## config.mk

```make
export PLATFORM = sky130hd
export DESIGN_NAME = isa_dma_card
export DESIGN_NICKNAME = d
export VERILOG_FILES = /design/src/rtl/isa_card_pkg.sv /design/src/rtl/isa_card_ctrl.sv /design/src/rtl/isa_card_dpath.sv /design/src/rtl/isa_dma_card.sv
export SDC_FILE = /design/constraint.sdc
export NUM_CORES = 1
export LEC_CHECK = 0
export BUFFER_PORTS_ARGS = -buffer_cell sky130_fd_sc_hd__buf_2
export CAP_MARGIN = 40
export CORE_ASPECT_RATIO = 1.2
export CORE_MARGIN = 5
export CORE_UTILIZATION = 40
export DETAILED_ROUTE_END_ITERATION = 7
export PLACE_DENSITY = 0.6
export SYNTH_ARGS = -nofsm -noshare
export SYNTH_HDL_FRONTEND = slang
export SYNTH_SLANG_ARGS = --single-unit
```

## constraint.sdc

```tcl
create_clock -name clk -period 2.8 [get_ports clk]
set_input_delay 0.56 -clock clk [delete_from_list [all_inputs] [get_ports clk]]
set_output_delay 0.56 -clock clk [all_outputs]
set_load 0.02 [all_outputs]
```

## src/rtl/isa_card_pkg.sv

```systemverilog
package isa_card_pkg;

  localparam int SEL_W  = 3;
  localparam int WORD_W = 16;

  localparam logic [SEL_W-1:0] SEL_DATA    = 3'd0;
  localparam logic [SEL_W-1:0] SEL_STATUS  = 3'd1;
  localparam logic [SEL_W-1:0] SEL_SCRATCH = 3'd2;

  typedef enum logic [1:0] {
    CMD_IDLE = 2'd0,
    CMD_WAIT = 2'd1,
    CMD_HELD = 2'd2
  } cmdState_t;

  // one-cycle strobes from the controller to the datapath
  typedef struct packed {
    logic pushWord;
    logic popWord;
    logic writeLo;
    logic writeHi;
    logic clearIrq;
    logic setIrq;
  } cardStrobes_t;

endpackage

```

## src/rtl/isa_card_ctrl.sv

```systemverilog
module isa_card_ctrl
  import isa_card_pkg::*;
#(
  parameter int          ADDR_W      = 10,
  parameter logic [9:0]  BASE_ADDR   = 10'h300,
  parameter int          WAIT_CYCLES = 2
) (
  input  logic               clk,
  input  logic               rstN,
  input  logic [ADDR_W-1:0]  busAddr,
  input  logic               addrEnable,
  input  logic               byteHighEnN,
  input  logic               ioRdN,
  input  logic               ioWrN,
  input  logic               dmaAckN,
  input  logic               termCount,
  input  logic               fifoNotEmpty,
  output cardStrobes_t       strobes,
  output logic [SEL_W-1:0]   regSel,
  output logic               dmaSel,
  output logic               dataOe,
  output logic               io16Low,
  output logic               chRdyLow,
  output logic               dmaReq
);

  localparam int CNT_W = (WAIT_CYCLES > 1) ? $clog2(WAIT_CYCLES) : 1;
  localparam logic [CNT_W-1:0] CNT_LOAD = CNT_W'((WAIT_CYCLES > 0) ? WAIT_CYCLES - 1 : 0);
  localparam bit HAS_WAIT = (WAIT_CYCLES != 0);

  cmdState_t        state, stateNext;
  logic [CNT_W-1:0] waitCnt, waitCntNext;
  logic             hit, regRd, regWr, dmaRd, cmdLow, commit;

  // address decode, suppressed while a DMA controller owns the bus
  assign hit    = !addrEnable && (busAddr[ADDR_W-1:4] == BASE_ADDR[ADDR_W-1:4]);
  assign regRd  = hit && !ioRdN;
  assign regWr  = hit && !ioWrN;
  assign dmaRd  = !dmaAckN && !ioRdN;
  assign cmdLow = regRd || regWr || dmaRd;

  assign regSel  = busAddr[SEL_W:1];
  assign dmaSel  = dmaRd;
  assign dataOe  = regRd || dmaRd;
  assign io16Low = hit;
  assign dmaReq  = fifoNotEmpty && dmaAckN;

  always_comb begin
    stateNext   = state;
    waitCntNext = waitCnt;
    commit      = 1'b0;
    chRdyLow    = 1'b0;
    unique case (state)
      CMD_IDLE: begin
        if (cmdLow) begin
          if (HAS_WAIT) begin
            chRdyLow    = 1'b1;
            waitCntNext = CNT_LOAD;
            stateNext   = CMD_WAIT;
          end else begin
            commit    = 1'b1;
            stateNext = CMD_HELD;
          end
        end
      end
      CMD_WAIT: begin
        if (!cmdLow) begin
          stateNext = CMD_IDLE;
        end else if (waitCnt == '0) begin
          commit    = 1'b1;
          stateNext = CMD_HELD;
        end else begin
          chRdyLow    = 1'b1;
          waitCntNext = waitCnt - 1'b1;
        end
      end
      default: begin
        if (!cmdLow) stateNext = CMD_IDLE;
      end
    endcase
  end

  always_ff @(posedge clk or negedge rstN) begin
    if (!rstN) begin
      state   <= CMD_IDLE;
      waitCnt <= '0;
    end else begin
      state   <= stateNext;
      waitCnt <= waitCntNext;
    end
  end

  always_comb begin
    strobes          = '0;
    strobes.popWord  = commit && dmaRd;
    strobes.setIrq   = commit && dmaRd && termCount;
    strobes.pushWord = commit && regWr && (regSel == SEL_DATA);
    strobes.clearIrq = commit && regWr && (regSel == SEL_STATUS) && !busAddr[0];
    strobes.writeLo  = commit && regWr && (regSel == SEL_SCRATCH) && !busAddr[0];
    strobes.writeHi  = commit && regWr && (regSel == SEL_SCRATCH) && !byteHighEnN;
  end

endmodule

```

## src/rtl/isa_card_dpath.sv

```systemverilog
module isa_card_dpath
  import isa_card_pkg::*;
#(
  parameter int FIFO_DEPTH = 4
) (
  input  logic               clk,
  input  logic               rstN,
  input  cardStrobes_t       strobes,
  input  logic [SEL_W-1:0]   regSel,
  input  logic               dmaSel,
  input  logic [WORD_W-1:0]  dataIn,
  output logic [WORD_W-1:0]  dataOut,
  output logic               fifoNotEmpty,
  output logic               irqFlag
);

  localparam int PTR_W   = (FIFO_DEPTH > 1) ? $clog2(FIFO_DEPTH) : 1;
  localparam int COUNT_W = $clog2(FIFO_DEPTH + 1);
  localparam logic [PTR_W-1:0]   PTR_LAST  = PTR_W'(FIFO_DEPTH - 1);
  localparam logic [COUNT_W-1:0] COUNT_MAX = COUNT_W'(FIFO_DEPTH);

  logic [WORD_W-1:0]  fifoMem [FIFO_DEPTH];
  logic [PTR_W-1:0]   wrPtr, rdPtr;
  logic [COUNT_W-1:0] fillCount;
  logic [WORD_W-1:0]  scratchReg, headWord, statusWord, regWord;
  logic               fifoFull, fifoEmpty, doPush, doPop;

  assign fifoEmpty    = (fillCount == '0);
  assign fifoFull     = (fillCount == COUNT_MAX);
  assign fifoNotEmpty = !fifoEmpty;
  assign doPush       = strobes.pushWord && !fifoFull;
  assign doPop        = strobes.popWord && !fifoEmpty;

  function automatic logic [PTR_W-1:0] bumpPtr(input logic [PTR_W-1:0] p);
    return (p == PTR_LAST) ? '0 : p + 1'b1;
  endfunction

  always_ff @(posedge clk) begin
    if (doPush) fifoMem[wrPtr] <= dataIn;
  end

  always_ff @(posedge clk or negedge rstN) begin
    if (!rstN) begin
      wrPtr     <= '0;
      rdPtr     <= '0;
      fillCount <= '0;
    end else begin
      if (doPush) wrPtr <= bumpPtr(wrPtr);
      if (doPop)  rdPtr <= bumpPtr(rdPtr);
      case ({doPush, doPop})
        2'b10:   fillCount <= fillCount + 1'b1;
        2'b01:   fillCount <= fillCount - 1'b1;
        default: fillCount <= fillCount;
      endcase
    end
  end

  always_ff @(posedge clk or negedge rstN) begin
    if (!rstN) begin
      scratchReg <= '0;
      irqFlag    <= 1'b0;
    end else begin
      if (strobes.writeLo) scratchReg[7:0]  <= dataIn[7:0];
      if (strobes.writeHi) scratchReg[15:8] <= dataIn[15:8];
      if (strobes.setIrq)
        irqFlag <= 1'b1;
      else if (strobes.clearIrq && dataIn[0])
        irqFlag <= 1'b0;
    end
  end

  assign headWord   = fifoEmpty ? '0 : fifoMem[rdPtr];
  assign statusWord = {{(WORD_W-3){1'b0}}, fifoFull, fifoEmpty, irqFlag};

  always_comb begin
    case (regSel)
      SEL_DATA:    regWord = headWord;
      SEL_STATUS:  regWord = statusWord;
      SEL_SCRATCH: regWord = scratchReg;
      default:     regWord = '0;
    endcase
  end

  assign dataOut = dmaSel ? headWord : regWord;

endmodule

```

## src/rtl/isa_dma_card.sv

```systemverilog
module isa_dma_card
  import isa_card_pkg::*;
#(
  parameter logic [9:0] BASE_ADDR   = 10'h300,
  parameter int         WAIT_CYCLES = 2,
  parameter int         FIFO_DEPTH  = 4
) (
  input  logic        clk,
  input  logic        rstN,
  input  logic [9:0]  busAddr,
  input  logic        addrEnable,
  input  logic        byteHighEnN,
  input  logic        ioRdN,
  input  logic        ioWrN,
  input  logic [15:0] dataIn,
  output logic [15:0] dataOut,
  output logic        dataOe,
  output logic        io16Low,
  output logic        chRdyLow,
  output logic        dmaReq,
  input  logic        dmaAckN,
  input  logic        termCount,
  output logic        irqOut
);

  cardStrobes_t     strobes;
  logic [SEL_W-1:0] regSel;
  logic             dmaSel, fifoNotEmpty;

  isa_card_ctrl #(
    .ADDR_W      (10),
    .BASE_ADDR   (BASE_ADDR),
    .WAIT_CYCLES (WAIT_CYCLES)
  ) i_ctrl (
    .clk          (clk),
    .rstN         (rstN),
    .busAddr      (busAddr),
    .addrEnable   (addrEnable),
    .byteHighEnN  (byteHighEnN),
    .ioRdN        (ioRdN),
    .ioWrN        (ioWrN),
    .dmaAckN      (dmaAckN),
    .termCount    (termCount),
    .fifoNotEmpty (fifoNotEmpty),
    .strobes      (strobes),
    .regSel       (regSel),
    .dmaSel       (dmaSel),
    .dataOe       (dataOe),
    .io16Low      (io16Low),
    .chRdyLow     (chRdyLow),
    .dmaReq       (dmaReq)
  );

  isa_card_dpath #(
    .FIFO_DEPTH (FIFO_DEPTH)
  ) i_dpath (
    .clk          (clk),
    .rstN         (rstN),
    .strobes      (strobes),
    .regSel       (regSel),
    .dmaSel       (dmaSel),
    .dataIn       (dataIn),
    .dataOut      (dataOut),
    .fifoNotEmpty (fifoNotEmpty),
    .irqFlag      (irqOut)
  );

endmodule

```

==> impl_metrics.ini <==
[sta]
final_period_minus_worst_setup_slack_ns = 2.548
max_slew_violation_count = 0
achievable-frequency_mhz = 392.4
period_share = 0.9101
grt_setup_unrepaired = false
worst_slew_margin_rel = 0.5498
report.final.setup_viol = 0
max_slew.worst_pin.slew_ns = 0.6753
clk_skew_ns = 0.007712
final_sum_of_negative_setup_slack_ns = 0
timing_hold_violations_final = 0

[floorplan]
die_h_microns = 117.5
floorplan.die.width_microns = 99.55
initial_utilization = 0.4066
core_area_sq_um = 9467
placementRows = 39
top_level_ports = 55
die-area_sq_um = 11690

[final_layout]
postLayoutCellArea_sq_um = 4693
layout.cells.most_common = sky130_fd_sc_hd__edfxtp_1
antennaDiodeCount = 0
nNetsFinal = 339
leading_cell_types_in_the_layout_fill_and_taps_excluded = sky130_fd_sc_hd__edfxtp_1, sky130_fd_sc_hd__buf_2, sky130_fd_sc_hd__dfrtp_1
syn_to_final_growth_pct = 21.94
layout-drive-gt1-share = 0.4257
fill_cells = 822

[synth]
synth.yosys.seq_area_share = 0.6749
synth_cell_type_count = 37
yosysWarnings = 0
post_synth_inst_count = 220
postSynthRegisterBits = 91
syn_area_sq_um = 3849
postSynthAreaPerCell_sq_um = 17.49
postSynthNetCount = 261

[critical_path]
crit_cells = 10
critical-path-max-stage-delay_ns = 0.46
timing.critical_path.required_ns = 3.01
crit_path_top_delay_cell = sky130_fd_sc_hd__or3_1
critical_path.endpoint = i_dpath.fillCount[2]
path_max_fanout = 7
critical_path.top_delay_family = simple AND/OR/NAND/NOR gates
cp.buffers_inverters = 2
r2r_startpoint = i_ctrl.state[1]
r2r_setup_slack_ns = 0.25
crit_startpoint = i_ctrl.state[1]
timing.reg2reg.worst_path_depth = 10
timing.rr.end = i_dpath.fillCount[2]
ordered_list_of_cells_on_the_worst_path = or3b_1, or3_1, nor3_2, inv_1, ha_1, inv_1, fa_1, xor2_1, nor2_1, xor2_1
endpoint_kind = flip-flop
cp.arrival_ns = 2.76
worst-setup-path-type = reg2reg
critical_path.startpoint_type = flip-flop

[clock_tree]
postCtsSetupBuffers = 0
cts_hold_buffers_added = 0
clk_sinks = 91
cts.reportedPaths.clkPinSlew_ns = 0.06
root_buffer_cell = sky130_fd_sc_hd__clkbuf_16
cts_repair_resize_count = 0
ctsHtreeMaxLevel = 3
cts_tree = built
maximum_buffer_depth_of_the_clock_tree = 2
clock_insertion_delay_worst_skew_ns = 0.33
tritoncts.num_buffers = 9

[routing]
route.vias.total = 2148
route.detailed.wl_per_inst_microns = 17.78
detail_route.wirelength_mm = 7.575
antenna_violating_nets_post_route = 0
drt_pre_antenna_iters = 5
route.detailed.drc = 0
first_iter_violations = 70
route.detailed.vias_per_inst = 5.042

[global_route]
grt_start_max_net_pins = 28
grt_first_pass_wirelength_mm = 12.48
initial_antenna_violation_count = 0
globalRouteOverflowTotal = 0
groute.usage.overall = 0.1423
first_global_vias = 2329

[placed_design]
port_buffers = 54
placedInstanceArea_sq_um = 4398
place.gp.congestion = 0.8054
place_hpwl_mm = 5.359

[flow_run]
cap_viol_max_count = 0

[power_and_ir_drop]
power.ir.vdd_worst_uv = 328.3
cellPowerDensity_nw_per_um2 = 738.8
power.leakage_nw = 1.885

[outcome]
outcome = finished, final reports clean

[hold_path]
hp-class = in2async
[cell families (layout without fill, tap and decap cells)]
group           Yosys count  count (layout)  share of synthesized area
fa+ha+maj                 7               7                    0.02471
mux                      37              37                     0.1547
simple gates             38              38                    0.06372
compound gates           26              26                    0.05689
buf+inv                  18             101                    0.01821
xor+xnor                  3               3                   0.006828
flops                    91              91                     0.6749
[cell type report]
type                       instances  area (sq um)  share of cell area
sequential                        91          2597              0.5535
tap                              123         153.9             0.03279
clock buffer                      11         232.7             0.04959
timing repair buffer              75         427.9             0.09118
multi-input combinational        111          1181              0.2517
inverter                          10         37.54            0.007998
clock inverter                     5         62.56             0.01333
[metal layers]
metal,wire (microns),share of wire,track usage
met1,3115,0.41,0.1766
met2,4089,0.54,0.2395
met3,196,0.026,0.01838
met4,173,0.023,0.07600
met5,0,0,0
[registers in the layout, indices dropped and copies added, names as in the netlist]
name	flops
i_ctrl.state	2
i_ctrl.waitCnt	1
i_dpath.fifoMem	64
i_dpath.fillCount	3
i_dpath.irqFlag	1
i_dpath.rdPtr	2
i_dpath.scratchReg	16
i_dpath.wrPtr	2
[worst min-delay path by stage]
stage / from / endpoint / cells after the start
floorplan: rstN / i_ctrl.state[0] / 0
global placement: i_dpath.scratchReg[9] / i_dpath.scratchReg[9] / 1
detailed placement: i_dpath.scratchReg[9] / i_dpath.scratchReg[9] / 1
CTS: rstN / i_dpath.scratchReg[11] / 1
global route: rstN / i_dpath.scratchReg[11] / 1
finish: rstN / i_dpath.scratchReg[13] / 1
[power breakdown]
group | internal (mW) | switching [mW] | total (mW) | leakage (nW)
combinational | 0.375 | 0.374 | 0.749 | 0.812
clock | 0.696 | 0.482 | 1.18 | 0.136
sequential | 1.49 | 0.0552 | 1.54 | 0.937
total | 2.56 | 0.911 | 3.47 | 1.88
[cell usage after synthesis, drive strengths merged]
master,count,area [sq um]
a22o,13,113.9
a22oi,3,22.52
and2,5,31.28
buf,2,10.01
clkbuf,6,22.52
dfrtp,27,675.7
edfxtp,64,1922
fa,1,20.02
ha,6,75.07
inv,10,37.54
mux2,20,225.2
mux2i,1,10.01
mux4,16,360.4
nand2,4,15.01
nand2b,1,6.260
nand4bb,1,11.26
nor2,9,33.78
nor2b,3,18.77
nor3,5,30.03
nor3b,1,7.510
nor4,2,42.54
o21a,1,7.510
o21ai,1,5.000
o21ba,1,10.01
o22a,1,8.760
o2bb2ai,3,26.28
o31ai,1,7.510
o32ai,1,8.760
o41ai,1,8.760
or2,1,6.260
or3,3,18.77
or3b,1,8.760
or4,2,15.01
xnor2,1,8.760
xor2,2,17.52
[through the flow]
step | hold WS, ns | instances | setup slack, ns | utilization | total power, mW
after floorplan | 0.2644 | 220 | 0.1603 | - | 2.096
after detailed placement | 0.4832 | 410 | 0.2009 | 0.4646 | 2.339
after global routing | 0.3192 | 426 | 0.09693 | 0.4958 | 3.642
final | 0.2665 | 426 | 0.2516 | 0.4958 | 3.468
after global placement | 0.4736 | 410 | 0.2557 | 0.4646 | 2.333
after CTS | 0.2820 | 426 | 0.2368 | 0.4958 | 3.529
No activity file was read; power rests on OpenSTA's default activity.
